File: src/rtl/fabric_cfg_ctrl.sv
`timescale 1ns/1ps
module fabric_cfg_ctrl #(
  parameter int ADDR_W     = 12,
  parameter int CNT_W      = 32,
  parameter int INIT_DCLKS = 4
) (
  input  logic              clk,
  input  logic              rst_n,
  input  logic              reg_wr,
  input  logic [ADDR_W-1:0] reg_addr,
  input  logic [31:0]       reg_wdata,
  output logic [31:0]       reg_rdata,
  input  logic              dat_wr,
  input  logic [31:0]       dat_wdata,
  input  logic [4:0]        msel_i,
  input  logic              nstatus_i,
  input  logic              conf_done_i,
  input  logic              init_done_i,
  input  logic              crc_err_i,
  output logic              nconfig_o,
  output logic              dclk_o,
  output logic [15:0]       cfg_data_o
);
  localparam logic [ADDR_W-1:0] A_STAT  = ADDR_W'(12'h000);
  localparam logic [ADDR_W-1:0] A_CTRL  = ADDR_W'(12'h004);
  localparam logic [ADDR_W-1:0] A_BCNT  = ADDR_W'(12'h008);
  localparam logic [ADDR_W-1:0] A_BDONE = ADDR_W'(12'h00C);
  localparam logic [ADDR_W-1:0] A_MEVT  = ADDR_W'(12'h84C);
  localparam logic [ADDR_W-1:0] A_MPIN  = ADDR_W'(12'h850);
  localparam logic [9:0]        CTRL_KEEP = 10'h3C7;
  localparam int                PC_W = $clog2(INIT_DCLKS + 2);

  localparam logic [2:0] PH_OFF = 3'd0, PH_RST = 3'd1, PH_CFG = 3'd2,
                         PH_INI = 3'd3, PH_USR = 3'd4, PH_UNK = 3'd5;

  logic [9:0]       ctrl_q;
  logic [2:0]       ph_q;
  logic [PC_W-1:0]  post_q;
  logic [CNT_W-1:0] burst_q;
  logic             done_q, dclk_q;
  logic [31:0]      sh_q;
  logic [2:0]       units_q;
  logic [3:0]       rep_q;
  logic [3:0]       mon_prev_q, mon_evt_q;
  logic             mon_arm_q;

  wire       en    = ctrl_q[0];
  wire       nce   = ctrl_q[1];
  wire       pull  = ctrl_q[2];
  wire [1:0] ratio = ctrl_q[7:6];
  wire       dpath = ctrl_q[8];
  wire       wide  = ctrl_q[9];
  wire       drive = en & ~nce;
  wire [3:0] rep_n = 4'd1 << ratio;

  wire wr_ctrl  = reg_wr && reg_addr == A_CTRL;
  wire wr_bcnt  = reg_wr && reg_addr == A_BCNT;
  wire wr_bdone = reg_wr && reg_addr == A_BDONE;
  wire wr_mevt  = reg_wr && reg_addr == A_MEVT;

  wire burst_on = burst_q != '0;
  wire sh_on    = units_q != 3'd0;
  wire accept   = dat_wr && dpath && ph_q == PH_CFG && !sh_on;
  wire [3:0] mon = {crc_err_i, init_done_i, conf_done_i, nstatus_i};

  assign nconfig_o  = ~(drive & pull);
  assign dclk_o     = drive & dclk_q;
  assign cfg_data_o = wide ? sh_q[15:0] : {8'h00, sh_q[7:0]};

  always_ff @(posedge clk or negedge rst_n) begin
    if (!rst_n) ctrl_q <= '0;
    else if (wr_ctrl) ctrl_q <= reg_wdata[9:0] & CTRL_KEEP;
  end

  always_ff @(posedge clk or negedge rst_n) begin
    if (!rst_n) begin
      burst_q <= '0;
      done_q  <= 1'b0;
      dclk_q  <= 1'b0;
      sh_q    <= '0;
      units_q <= '0;
      rep_q   <= '0;
    end else begin
      if (wr_bdone && reg_wdata[0]) done_q <= 1'b0;
      if (wr_bcnt) begin
        burst_q <= reg_wdata[CNT_W-1:0];
        dclk_q  <= 1'b0;
        if (reg_wdata[CNT_W-1:0] == '0) done_q <= 1'b1;
      end else if (burst_on) begin
        dclk_q <= ~dclk_q;
        if (dclk_q) begin
          burst_q <= burst_q - 1'b1;
          if (burst_q == CNT_W'(1)) done_q <= 1'b1;
        end
      end else if (sh_on) begin
        dclk_q <= ~dclk_q;
        if (dclk_q) begin
          if (rep_q == 4'd1) begin
            rep_q   <= rep_n;
            units_q <= units_q - 3'd1;
            sh_q    <= wide ? {16'h0, sh_q[31:16]} : {8'h0, sh_q[31:8]};
          end else begin
            rep_q <= rep_q - 4'd1;
          end
        end
      end
      if (accept) begin
        sh_q    <= dat_wdata;
        units_q <= wide ? 3'd2 : 3'd4;
        rep_q   <= rep_n;
      end
    end
  end

  always_ff @(posedge clk or negedge rst_n) begin
    if (!rst_n) begin
      ph_q   <= PH_OFF;
      post_q <= '0;
    end else if (!drive) begin
      ph_q   <= PH_OFF;
      post_q <= '0;
    end else if (pull) begin
      ph_q   <= PH_RST;
      post_q <= '0;
    end else begin
      case (ph_q)
        PH_OFF: ph_q <= PH_UNK;
        PH_RST: begin
          ph_q   <= PH_CFG;
          post_q <= '0;
        end
        PH_CFG: begin
          if (conf_done_i && nstatus_i) begin
            if (post_q >= PC_W'(INIT_DCLKS)) ph_q <= init_done_i ? PH_USR : PH_INI;
            else if (dclk_q) post_q <= post_q + 1'b1;
          end else begin
            post_q <= '0;
          end
        end
        PH_INI: if (init_done_i) ph_q <= PH_USR;
        default: ph_q <= ph_q;
      endcase
    end
  end

  always_ff @(posedge clk or negedge rst_n) begin
    if (!rst_n) begin
      mon_prev_q <= '0;
      mon_evt_q  <= '0;
      mon_arm_q  <= 1'b0;
    end else begin
      mon_prev_q <= mon;
      mon_arm_q  <= 1'b1;
      mon_evt_q  <= (mon_evt_q & ~(wr_mevt ? reg_wdata[3:0] : 4'h0))
                  | (mon_arm_q ? (mon ^ mon_prev_q) : 4'h0);
    end
  end

  always_comb begin
    case (reg_addr)
      A_STAT:  reg_rdata = {24'h0, msel_i, ph_q};
      A_CTRL:  reg_rdata = {22'h0, ctrl_q};
      A_BCNT:  reg_rdata = 32'(burst_q);
      A_BDONE: reg_rdata = {31'h0, done_q};
      A_MEVT:  reg_rdata = {28'h0, mon_evt_q};
      A_MPIN:  reg_rdata = {28'h0, mon};
      default: reg_rdata = '0;
    endcase
  end
endmodule

File: config.mk
export PLATFORM = sky130hd
export DESIGN_NAME = fabric_cfg_ctrl
export DESIGN_NICKNAME = d
export VERILOG_FILES = /design/src/rtl/fabric_cfg_ctrl.sv
export SDC_FILE = /design/constraint.sdc
export NUM_CORES = 1
export LEC_CHECK = 0
export ABC_CLOCK_PERIOD_IN_PS = 9300
export BUFFER_PORTS_ARGS = -buffer_cell sky130_fd_sc_hd__buf_2
export CAP_MARGIN = 20
export CORE_ASPECT_RATIO = 0.5
export CORE_MARGIN = 2
export CORE_UTILIZATION = 58
export CTS_CLUSTER_DIAMETER = 150
export DETAILED_ROUTE_END_ITERATION = 6
export PLACE_DENSITY = 0.83
export SLEW_MARGIN = 10
export SYNTH_ARGS = -nofsm -noshare
export SYNTH_HDL_FRONTEND = slang
export SYNTH_SLANG_ARGS = --single-unit
File: constraint.sdc
create_clock -name clk -period 9.3 [get_ports clk]
set_clock_uncertainty 0.15 [all_clocks]
set_input_delay 0 -clock clk [delete_from_list [all_inputs] [get_ports clk]]
set_output_delay 0 -clock clk [all_outputs]
set_load 0.1 [all_outputs]
==> impl_metrics.py <==
metrics = {
    "run_status": {
        "status": "finished with violations",
        "violations": "hold timing",
    },
    "critical_path": {
        "worstPathCellList": "or4_4, or3_1, or3_1, nand3b_4, or4b_1, nand3_1",
        "start_kind": "register",
        "crit_top_cell": "or3_1",
        "arrival_ns": 3.69,
        "worstPathRequired_ns": 9.43,
        "rr_endpoint": "sh_q[23]$_DFFE_PN0P_",
        "r2r_setup_slack_ns": 5.74,
        "end_kind": "register",
        "reg2reg_depth": 6,
        "crit_path_max_fanout": 60,
        "cpPeakStageDelay_ns": 0.67,
        "slowest_stage": "or4b_1",
        "path_class": "reg -> reg",
        "timing.rr.start": "burst_q[24]$_DFFE_PN0P_",
    },
    "drt": {
        "drtAntennaViolNets": 0,
        "wl_mm": 16.7,
        "via_count": 5802,
        "drt_iter0_drc": 643,
        "drt-vias-per-instance": 6.02,
        "dr.pass1.iters": 5,
        "post_drt_wl_per_cell_um": 17.4,
        "drc_errors": 0,
    },
    "floorplanning": {
        "rows": 25,
        "die_area_sq_mm": 0.0106,
        "die_h_um": 74.0,
        "dieWidth_um": 144,
        "core_sq_mm": 0.00948,
        "pin_count": 139,
        "start_util": 0.599,
    },
    "clock_network": {
        "ctsRootBufferMaster": "clkbuf_16",
        "cts_tree": "yes",
        "cts_max_level": 3,
        "cts_buffers": 9,
        "cts_setup_buffers": 0,
        "clock-sinks": 95,
        "cts.clk_slew.worst_paths_ns": 0.07,
        "clock_path_buffers": 2,
        "clock_latency_ns": 0.35,
    },
    "synthesis": {
        "syn_inst": 642,
        "synth.area.top_cells": "dfrtp_1 42%, nand2_1 6.3%, nand3_1 4.8%, and2_1 4.0%, nor4_1 3.1%",
        "synth_area_leader_cell": "dfrtp_1",
        "synthMuxAreaShare": 0.0439,
        "synth-compound-area-share": 0.119,
        "synth_top_family_by_area": "simple AND/OR/NAND/NOR gates",
        "yosysWarnings": 0,
        "synth_top_area_share": 0.419,
        "syn_area_sq_mm": 0.00568,
        "ys_ff_latch": 95,
        "async_flop_share": 1.00,
        "synth.distinct_cells": 57,
        "synth.avg_cell_area_sq_um": 8.84,
        "synth_nets": 739,
        "synth-edff-count": 0,
        "ys_seq_area_frac": 0.419,
        "synth-simple-area-share": 0.303,
        "synth_fa_ha_area_frac": 0.0176,
        "synthXorXnorAreaFrac": 0.0494,
        "synth_ff_type": "dfrtp_1",
    },
    "layout": {
        "nets": 920,
        "fin_util": 0.785,
        "drive_gt1_frac": 0.213,
        "layout_common_cells": "137 x buf_2, 96 x nand2_1, 95 x dfrtp_1, 72 x dlygate4sd3_1, 54 x nand3_1",
        "area_growth_pct": 31.0,
        "final_common_cell": "buf_2",
        "multi_input_area_sq_mm": 0.00304,
        "num_antenna_cells": 0,
        "regArea_sq_mm": 0.00238,
        "fill_cells": 640,
        "postLayoutCellArea_sq_mm": 0.00744,
    },
    "global_routing": {
        "gr-total-overflow": 0,
        "grt_pass1_vias": 5265,
        "grtUsageTotal": 0.317,
        "antenna_found_initial": 0,
        "grt_pass1_wl_mm": 26.2,
        "grt_start_max_net_pins": 66,
    },
    "sta": {
        "fin_hold_ws_ns": -0.0112,
        "slew_viol_final": 0,
        "fmax_mhz": 281,
        "layout_setup_ws_ns": 5.74,
        "hold_viol_final": 29,
        "setup_viol": 0,
        "period_share": 0.383,
        "setup-tns-final_ns": 0,
        "slew_headroom": 0.285,
        "rsz0062_at_grt": "false",
        "tightest_slew_ns": 1.07,
        "fin_crit_ns": 3.56,
    },
    "place": {
        "post_dp_cell_area_sq_mm": 0.00636,
        "pre_cts_slack_ns": 5.82,
        "dp_hpwl_mm": 10.4,
        "gp_congestion": 0.916,
        "portBuffers": 138,
    },
    "pwr": {
        "power_w": 0.000963,
        "p_per_area_mw_per_mm2": 129,
        "vdd_drop_max_mv": 0.0893,
        "leakage_nw": 3.14,
    },
    "min_path": {
        "min_path_type": "in -> async",
    },
    "flow_run": {
        "maxCapViolCount": 0,
    },
}
[routing by layer]
metal / vias up / share of wire / global-route usage
met2: 314 / 0.47 / 0.517
met5: - / 0 / 0
li1: 2683 / - / -
met4: 0 / 0.017 / 0.102
met1: 2774 / 0.42 / 0.423
met3: 31 / 0.096 / 0.0844
[registers in the layout (all words and copies together) (netlist names)]
| signal | flops |
|---|---|
| sh_q | 32 |
| done_q | 1 |
| units_q | 3 |
| rep_q | 4 |
| post_q | 3 |
| ctrl_q | 7 |
| burst_q | 32 |
| mon_evt_q | 4 |
| mon_prev_q | 4 |
| ph_q | 3 |
| mon_arm_q | 1 |
| dclk_q | 1 |
[stage by stage]
stage	hold slack, ns	std cells
floorplan	-0.446	642
global placement	-0.190	873
detailed placement	-0.192	873
CTS	0.00193	962
global route	0.0255	963
finish	-0.0112	963
[cell type report]
class                      instances  share of cell area
timing repair buffer             218               0.199
sequential                        95               0.320
inverter                          12             0.00605
clock inverter                     6              0.0121
tap                              135              0.0227
multi-input combinational        487               0.408
clock buffer                      10              0.0321
[synthesized netlist by cell type (2+ instances only)]
cell type and instances:
a2111oi_0 2, a21oi_1 19, a222oi_1 4, a22o_1 8, a22oi_1 6, a311oi_1 2
a31oi_1 3, and2_1 36, and3_1 2, and4_1 2, buf_2 3, buf_4 8
clkbuf_1 36, dfrtp_1 95, ha_1 8, inv_1 12, mux2_2 7, mux2i_1 17
nand2_1 96, nand2b_1 6, nand3_1 54, nand4_1 7, nand4b_1 4, nor2_1 30
nor2b_1 3, nor3_1 19, nor3b_1 3, nor4_1 28, o21ai_0 27, o311ai_0 16
o311ai_1 3, or3_1 9, or4_1 6, or4b_1 8, xnor2_1 20, xor2_1 12
[repair_timing]
| item | CTS | global route |
|---|---|---|
| hold buffers | 73 | 0 |
| gates resized for setup | 0 | 0 |
| hold endpoints to repair | 114 | 0 |
| endpoints found under the setup margin | 0 | 0 |
[worst max-delay path by stage]
stage | start | to | slack (ns) | depth (start not counted)
after detailed placement | burst_q[24]$_DFFE_PN0P_ | sh_q[18]$_DFFE_PN0P_ | 5.82 | 6
after CTS | burst_q[24]$_DFFE_PN0P_ | sh_q[18]$_DFFE_PN0P_ | 5.79 | 6
after global placement | burst_q[24]$_DFFE_PN0P_ | sh_q[22]$_DFFE_PN0P_ | 5.90 | 6
after global routing | burst_q[24]$_DFFE_PN0P_ | sh_q[23]$_DFFE_PN0P_ | 5.59 | 6
after floorplan | burst_q[24]$_DFFE_PN0P_ | sh_q[20]$_DFFE_PN0P_ | 6.36 | 9
final | burst_q[24]$_DFFE_PN0P_ | sh_q[23]$_DFFE_PN0P_ | 5.74 | 6
[critical path, delay by kind of cell (launching register included)]
kind             cells  cell delay [ns]
DFF                  1             0.41
and+or+nand+nor      6             2.91
[power by group]
| group | internal [W] | leakage (nW) | switching, W | total (W) |
|---|---|---|---|---|
| Clock | 0.000244 | 0.159 | 0.000166 | 0.000410 |
| Combinational | 0.0000529 | 1.85 | 0.0000455 | 0.0000984 |
| Sequential | 0.000428 | 1.13 | 0.0000267 | 0.000454 |
[cells by family after synthesis]
group	count (synthesis)
adders and majority gates	8
other	1
buffers and inverters	60
xor gates and xnor gates	32
AOI/OAI and AO/OA	99
muxes	24
and+or+nand+nor	323
DFF	95
(Power assumes the default switching activity.)
